--- src/rtl/mc_core_pkg.sv ---
package mc_core_pkg;

  // Fixed instruction format.
  localparam int ILEN   = 32;
  localparam int OPC_W  = 6;
  localparam int RIDX_W = 4;
  localparam int OFF_W  = 14;
  localparam int NREG   = 1 << RIDX_W;

  localparam int OPC_LSB = ILEN - OPC_W;
  localparam int RA_LSB  = OPC_LSB - RIDX_W;
  localparam int RB_LSB  = RA_LSB - RIDX_W;
  localparam int RC_LSB  = RB_LSB - RIDX_W;

  localparam logic [OPC_W-1:0] OPC_CLR = 6'h01;
  localparam logic [OPC_W-1:0] OPC_LD  = 6'h02;
  localparam logic [OPC_W-1:0] OPC_ADD = 6'h03;
  localparam logic [OPC_W-1:0] OPC_ST  = 6'h04;
  localparam logic [OPC_W-1:0] OPC_INC = 6'h05;
  localparam logic [OPC_W-1:0] OPC_BLT = 6'h06;

  typedef enum logic [2:0] {
    PH_FETCH,
    PH_DECODE,
    PH_EXEC,
    PH_MEM,
    PH_CHECK
  } phase_e;

  typedef enum logic [2:0] {
    K_NOP,
    K_CLR,
    K_INC,
    K_ADD,
    K_LD,
    K_ST,
    K_BLT
  } kind_e;

  typedef struct packed {
    kind_e             kind;
    logic [RIDX_W-1:0] ra;
    logic [RIDX_W-1:0] rb;
    logic [RIDX_W-1:0] rc;
    logic [OFF_W-1:0]  off;
  } dec_t;

endpackage

--- src/rtl/mc_core_decode.sv ---
module mc_core_decode
  import mc_core_pkg::*;
(
  input  logic [ILEN-1:0] ir,
  output dec_t            dec
);

  logic [OPC_W-1:0] opc;

  assign opc     = ir[ILEN-1:OPC_LSB];
  assign dec.ra  = ir[RA_LSB +: RIDX_W];
  assign dec.rb  = ir[RB_LSB +: RIDX_W];
  assign dec.rc  = ir[RC_LSB +: RIDX_W];
  assign dec.off = ir[OFF_W-1:0];

  always_comb begin
    unique case (opc)
      OPC_CLR: dec.kind = K_CLR;
      OPC_LD:  dec.kind = K_LD;
      OPC_ADD: dec.kind = K_ADD;
      OPC_ST:  dec.kind = K_ST;
      OPC_INC: dec.kind = K_INC;
      OPC_BLT: dec.kind = K_BLT;
      default: dec.kind = K_NOP;
    endcase
  end

endmodule

--- src/rtl/mc_core_regfile.sv ---
module mc_core_regfile
  import mc_core_pkg::*;
#(
  parameter int unsigned DW = 32
) (
  input  logic              clk,
  input  logic              rst_n,
  input  logic [RIDX_W-1:0] raddr_a,
  input  logic [RIDX_W-1:0] raddr_b,
  input  logic [RIDX_W-1:0] raddr_c,
  output logic [DW-1:0]     rdata_a,
  output logic [DW-1:0]     rdata_b,
  output logic [DW-1:0]     rdata_c,
  input  logic              wen,
  input  logic [RIDX_W-1:0] waddr,
  input  logic [DW-1:0]     wdata
);

  logic [DW-1:0] bank [NREG];

  for (genvar g = 0; g < NREG; g++) begin : g_reg
    logic [DW-1:0] q;
    always_ff @(posedge clk or negedge rst_n) begin
      if (!rst_n) begin
        q <= '0;
      end else if (wen && (waddr == RIDX_W'(g))) begin
        q <= wdata;
      end
    end
    assign bank[g] = q;
  end

  assign rdata_a = bank[raddr_a];
  assign rdata_b = bank[raddr_b];
  assign rdata_c = bank[raddr_c];

endmodule

--- src/rtl/mc_core_alu.sv ---
module mc_core_alu
  import mc_core_pkg::*;
#(
  parameter int unsigned DW = 32
) (
  input  kind_e            kind,
  input  logic [DW-1:0]    opa,
  input  logic [DW-1:0]    opb,
  input  logic [DW-1:0]    opc,
  input  logic [DW-1:0]    pc,
  input  logic [OFF_W-1:0] off,
  output logic [DW-1:0]    wr_val,
  output logic [DW-1:0]    eff_addr,
  output logic             take,
  output logic [DW-1:0]    target
);

  localparam int EXT_W = DW - OFF_W;

  logic [DW-1:0] sum;

  assign sum      = opa + opb;
  assign eff_addr = sum;
  assign take     = $signed(opa) < $signed(opb);
  assign target   = pc + {{EXT_W{off[OFF_W-1]}}, off};

  always_comb begin
    unique case (kind)
      K_INC:   wr_val = opc + {{(DW-1){1'b0}}, 1'b1};
      K_ADD:   wr_val = sum;
      default: wr_val = '0;
    endcase
  end

endmodule

--- src/rtl/mc_core.sv ---
module mc_core
  import mc_core_pkg::*;
#(
  parameter int unsigned     DW       = 32,
  parameter int unsigned     CNT_W    = 32,
  parameter logic [DW-1:0]   RESET_PC = 'h20,
  parameter logic [DW-1:0]   IRQ_VEC  = 'h10
) (
  input  logic             clk,
  input  logic             rst_n,
  output logic             mem_valid,
  input  logic             mem_ready,
  output logic [DW-1:0]    mem_addr,
  output logic             mem_we,
  output logic [DW-1:0]    mem_wdata,
  input  logic [DW-1:0]    mem_rdata,
  input  logic             irq,
  output logic [DW-1:0]    saved_pc,
  output logic [CNT_W-1:0] retired,
  output logic [CNT_W-1:0] cycles
);

  localparam logic [DW-1:0]    PC_STEP  = 1;
  localparam logic [CNT_W-1:0] CNT_STEP = 1;

  phase_e          phase;
  logic [DW-1:0]   pc;
  logic [DW-1:0]   next_pc;
  logic [DW-1:0]   ea;
  logic [DW-1:0]   opa;
  logic [DW-1:0]   opb;
  logic [DW-1:0]   opc;
  logic [DW-1:0]   shadow_pc;
  logic [ILEN-1:0] ir;
  logic [CNT_W-1:0] ret_cnt;
  logic [CNT_W-1:0] cyc_cnt;
  dec_t            dec;

  logic [DW-1:0] rf_a;
  logic [DW-1:0] rf_b;
  logic [DW-1:0] rf_c;
  logic          rf_wen;
  logic [DW-1:0] rf_wdata;

  logic [DW-1:0] alu_val;
  logic [DW-1:0] alu_ea;
  logic          alu_take;
  logic [DW-1:0] alu_tgt;

  logic is_mem_op;
  logic is_reg_wr;
  logic handshake;

  mc_core_decode u_decode (
    .ir  (ir),
    .dec (dec)
  );

  mc_core_regfile #(.DW(DW)) u_regfile (
    .clk     (clk),
    .rst_n   (rst_n),
    .raddr_a (dec.ra),
    .raddr_b (dec.rb),
    .raddr_c (dec.rc),
    .rdata_a (rf_a),
    .rdata_b (rf_b),
    .rdata_c (rf_c),
    .wen     (rf_wen),
    .waddr   (dec.rc),
    .wdata   (rf_wdata)
  );

  mc_core_alu #(.DW(DW)) u_alu (
    .kind     (dec.kind),
    .opa      (opa),
    .opb      (opb),
    .opc      (opc),
    .pc       (pc),
    .off      (dec.off),
    .wr_val   (alu_val),
    .eff_addr (alu_ea),
    .take     (alu_take),
    .target   (alu_tgt)
  );

  assign is_mem_op = (dec.kind == K_LD) || (dec.kind == K_ST);
  assign is_reg_wr = (dec.kind == K_CLR) || (dec.kind == K_INC) || (dec.kind == K_ADD);
  assign handshake = mem_valid && mem_ready;

  // Register write-back: ALU results in execute, load data on the memory handshake.
  assign rf_wen   = ((phase == PH_EXEC) && is_reg_wr) ||
                    ((phase == PH_MEM) && (dec.kind == K_LD) && mem_ready);
  assign rf_wdata = (phase == PH_MEM) ? mem_rdata : alu_val;

  // Shared memory port driven from registered state only, so it holds during stalls.
  assign mem_valid = (phase == PH_FETCH) || (phase == PH_MEM);
  assign mem_addr  = (phase == PH_MEM) ? ea : pc;
  assign mem_we    = (phase == PH_MEM) && (dec.kind == K_ST);
  assign mem_wdata = opc;

  always_ff @(posedge clk or negedge rst_n) begin
    if (!rst_n) begin
      phase     <= PH_FETCH;
      pc        <= RESET_PC;
      next_pc   <= RESET_PC;
      ea        <= '0;
      opa       <= '0;
      opb       <= '0;
      opc       <= '0;
      ir        <= '0;
      shadow_pc <= '0;
      ret_cnt   <= '0;
    end else begin
      unique case (phase)
        PH_FETCH: begin
          if (handshake) begin
            ir    <= mem_rdata[ILEN-1:0];
            phase <= PH_DECODE;
          end
        end
        PH_DECODE: begin
          opa   <= rf_a;
          opb   <= rf_b;
          opc   <= rf_c;
          phase <= PH_EXEC;
        end
        PH_EXEC: begin
          next_pc <= ((dec.kind == K_BLT) && alu_take) ? alu_tgt : pc + PC_STEP;
          if (is_mem_op) begin
            ea    <= alu_ea;
            phase <= PH_MEM;
          end else begin
            phase <= PH_CHECK;
          end
        end
        PH_MEM: begin
          if (handshake) begin
            phase <= PH_CHECK;
          end
        end
        PH_CHECK: begin
          ret_cnt <= ret_cnt + CNT_STEP;
          if (irq) begin
            shadow_pc <= next_pc;
            pc        <= IRQ_VEC;
          end else begin
            pc <= next_pc;
          end
          phase <= PH_FETCH;
        end
        default: phase <= PH_FETCH;
      endcase
    end
  end

  always_ff @(posedge clk or negedge rst_n) begin
    if (!rst_n) begin
      cyc_cnt <= '0;
    end else begin
      cyc_cnt <= cyc_cnt + CNT_STEP;
    end
  end

  assign saved_pc = shadow_pc;
  assign retired  = ret_cnt;
  assign cycles   = cyc_cnt;

endmodule

--- config.mk ---
export PLATFORM = sky130hd
export DESIGN_NAME = mc_core
export DESIGN_NICKNAME = d
export VERILOG_FILES = /design/src/rtl/mc_core_pkg.sv /design/src/rtl/mc_core_decode.sv /design/src/rtl/mc_core_regfile.sv /design/src/rtl/mc_core_alu.sv /design/src/rtl/mc_core.sv
export SDC_FILE = /design/constraint.sdc
export NUM_CORES = 2
export LEC_CHECK = 0
export BUFFER_PORTS_ARGS = -buffer_cell sky130_fd_sc_hd__clkbuf_2
export CAP_MARGIN = 20
export CORE_MARGIN = 5
export CORE_UTILIZATION = 25
export DETAILED_ROUTE_END_ITERATION = 8
export PLACE_DENSITY_LB_ADDON = 0.05
export SYNTH_ARGS = -nofsm -noshare
export SYNTH_HDL_FRONTEND = slang
export SYNTH_SLANG_ARGS = --single-unit
--- constraint.sdc ---
create_clock -name clk -period 9.2 [get_ports clk]
set_clock_uncertainty 0.2 [all_clocks]
set_input_delay 1.84 -clock clk [delete_from_list [all_inputs] [get_ports clk]]
set_output_delay 1.84 -clock clk [all_outputs]
set_load 0.005 [all_outputs]
==> flow_summary.json <==
{
  "dp_hpwl_mm": 129,
  "setup_slack_ns": 2.90,
  "rrSetupSlack_ns": 2.90,
  "cap_violations": 0,
  "min_from": "ea[16]",
  "wl_mm": 209,
  "reg2regPathDepth": 21,
  "path_buf_inv": 1,
  "met2_length_mm": 101,
  "synth_area_leaders": "dfrtp_1 43%, mux4_2 22%, o21ai_0 7.2%",
  "ys_seq_area_frac": 0.435,
  "ant_nets": 0,
  "antenna_found_initial": 15,
  "grt_max_degree": 144,
  "wire_per_inst_um": 29.5,
  "hold_depth": 2,
  "tightest_slew_ns": 1.10,
  "grt_first_pass_wirelength_mm": 298,
  "num_rows": 161,
  "path_clk_slew_ns": 0.06,
  "hold_path_end": "ea[16]",
  "outcome": "finished, final reports clean",
  "cts-buffers-inserted": 110,
  "cts-root-buf": "clkbuf_16",
  "final_cells": 7075,
  "required_ns": 9.59,
  "worstPathArrival_ns": 6.69,
  "grt.total_usage": 0.206,
  "wl_met1_mm": 95.3,
  "drt-pass1-iter-count": 5,
  "highest_layer": "met4",
  "io_buffers": 197,
  "synth-seq-cells": 835,
  "pin_count": 198,
  "synth_edf_count": 0,
  "dp_cells": 6864,
  "vias_per_cell": 5.14,
  "fillCellCount": 19841,
  "synth_nets": 4512,
  "pre_cts_ws_ns": 2.80,
  "syn_area_per_cell_um2": 11.0,
  "path_max_fanout": 14,
  "ctsHtreeMaxLevel": 3,
  "fin_crit_ns": 6.30,
  "slew_violations": 0,
  "cts_buffer_depth": 3,
  "setup_viol_count_final": 0,
  "synth_area_um2": 48100,
  "ys_async_sr_fraction": 1.00,
  "critPathTopFamily": "compound AO/OA/AOI/OAI gates",
  "cpPeakStageDelay_ns": 0.55,
  "drive_above_1_share": 0.253,
  "r2r_start": "opa[18]",
  "ys_warn_count": 0,
  "die_area_um2": 201000,
  "slew_headroom": 0.264,
  "p_leak_uw": 0.0233,
  "grt_overflow_total": 0,
  "yosys.area.top_type": "dfrtp_1",
  "grt_pass1_vias": 36933,
  "ys_types": 80,
  "fin_crit_sh": 0.685,
  "synth-main-ff-cell": "dfrtp_1",
  "finalSetupTns_ns": 0,
  "nNetsFinal": 4585,
  "fmaxAchievable_ghz": 0.159,
  "start_util": 0.251,
  "ir_worst_vdd_mv": 0.194,
  "die_x_um": 448,
  "synth_cells": 4377,
  "hold_class": "reg -> reg",
  "path_class": "reg -> reg",
  "holdBufCountCts": 0,
  "clkSinkCount": 835,
  "vias": 36385,
  "cp-end-kind": "register",
  "synth_top_area_share": 0.434,
  "die_h_um": 448,
  "crit_path_top_delay_cell": "or4_1",
  "drc_errors": 0,
  "syn_to_final_growth_pct": 16.2,
  "hold_viol_final": 0,
  "cts_tree": "yes",
  "clock_latency_ns": 0.74,
  "core_um2": 192000,
  "cts_resized": 0,
  "post_cts_buffers": 0,
  "power_density_nw_per_um2": 243,
  "met3_length_mm": 7.89,
  "yosys-top-cells-count": "884 x nand2_1, 833 x dfrtp_1, 690 x o21ai_0, 480 x mux4_2, 255 x clkbuf_1",
  "path_cells": "ha_1 > a21oi_1 > a21oi_1 > or4_1 > or4_1 > a31oi_1 > o2111ai_2 > buf_4 > or2_2 > ha_1 > fa_1 > a211oi_1 > o21bai_1 > nor2_1 > o21ai_0 > a31o_2 > a21oi_1 > o21ai_0 > a31oi_1 > xor2_1 > o21ai_0",
  "regToRegEndpoint": "next_pc[30]",
  "grt_setup_unrepaired": "no",
  "synth.most_common_cell": "nand2_1",
  "first_iter_violations": 2895,
  "crit_path_start_kind": "register",
  "finalWeightedCongestion": 0.805
}
## cells in the final DEF, fill, tap and decap left out, types with 102 or more instances in the layout
cell	count
clkbuf_16	111
xnor2_1	102
o21ai_0	679
clkbuf_2	196
nor2_1	154
mux2_2	114
a21oi_1	116
mux4_2	480
dfrtp_1	821
nand2_1	849
## cells by family (layout without fill, tap and decap cells)
logic type / after synthesis / in the layout / synth area share
xor+xnor: 148 / 148 / 0.0271
fa+ha+maj: 99 / 99 / 0.0261
other cells: 0 / 6 / 0
mux: 600 / 600 / 0.253
flops: 835 / 835 / 0.435
compound gates: 954 / 954 / 0.108
simple gates: 1331 / 1331 / 0.118
buf+inv: 410 / 576 / 0.0328
## through the flow
step                      hold slack [ns]  power, uW   util  area (um2)
final                               0.274      13600  0.291       55800
after global routing                0.294      14200  0.291       55800
after CTS                           0.280      13800  0.291       55800
after detailed placement            0.264       9110  0.271       52000
after global placement              0.261       9110  0.271       52000
after floorplan                     0.246       7220      -       48100
## power breakdown
group / internal [uW] / switching (uW) / leakage [uW]
Clock: 2810 / 1820 / 0.00188
Sequential: 4040 / 666 / 0.0115
Combinational: 1600 / 2620 / 0.00999
Total: 8450 / 5110 / 0.0233
## worst min-delay path, stage by stage (launching register included)
cell	delay, ns
dfrtp_1	0.34
nand2_1	0.05
nand2_1	0.05
## state kept, by name, indices dropped and copies added, names as in the netlist
| register | flops |
|---|---|
| cycles | 32 |
| pc | 32 |
| u_regfile.g.q | 512 |
| ir | 32 |
| saved_pc | 32 |
| ea | 32 |
| mem_wdata | 32 |
| next_pc | 32 |
| phase | 3 |
| opa | 32 |
| retired | 32 |
| opb | 32 |
## area by class of cell
cell class | count | area, um2 | share of cell area
clock inverter | 41 | 602 | 0.0108
sequential | 835 | 20900 | 0.375
tap | 2526 | 3160 | 0.0566
antenna | 6 | 15.0 | 0.000269
timing repair buffer | 287 | 1780 | 0.0318
inverter | 84 | 315 | 0.00565
clock buffer | 164 | 3200 | 0.0572
multi-input combinational | 3132 | 25800 | 0.463
## metal layers
layer,vias up,track usage
met1,19192,0.287
met2,883,0.345
met5,-,0
li1,16088,-
met4,0,0.0521
met3,222,0.0210
## how the worst max path moves through the flow
stage,to,start,depth (start not counted)
after floorplan,next_pc[30],opa[13],21
after global placement,next_pc[30],opa[18],21
after detailed placement,next_pc[30],opa[13],21
after CTS,next_pc[30],opa[18],21
after global routing,next_pc[30],opa[13],21
final,next_pc[30],opa[18],21
(Power assumes the default switching activity.)
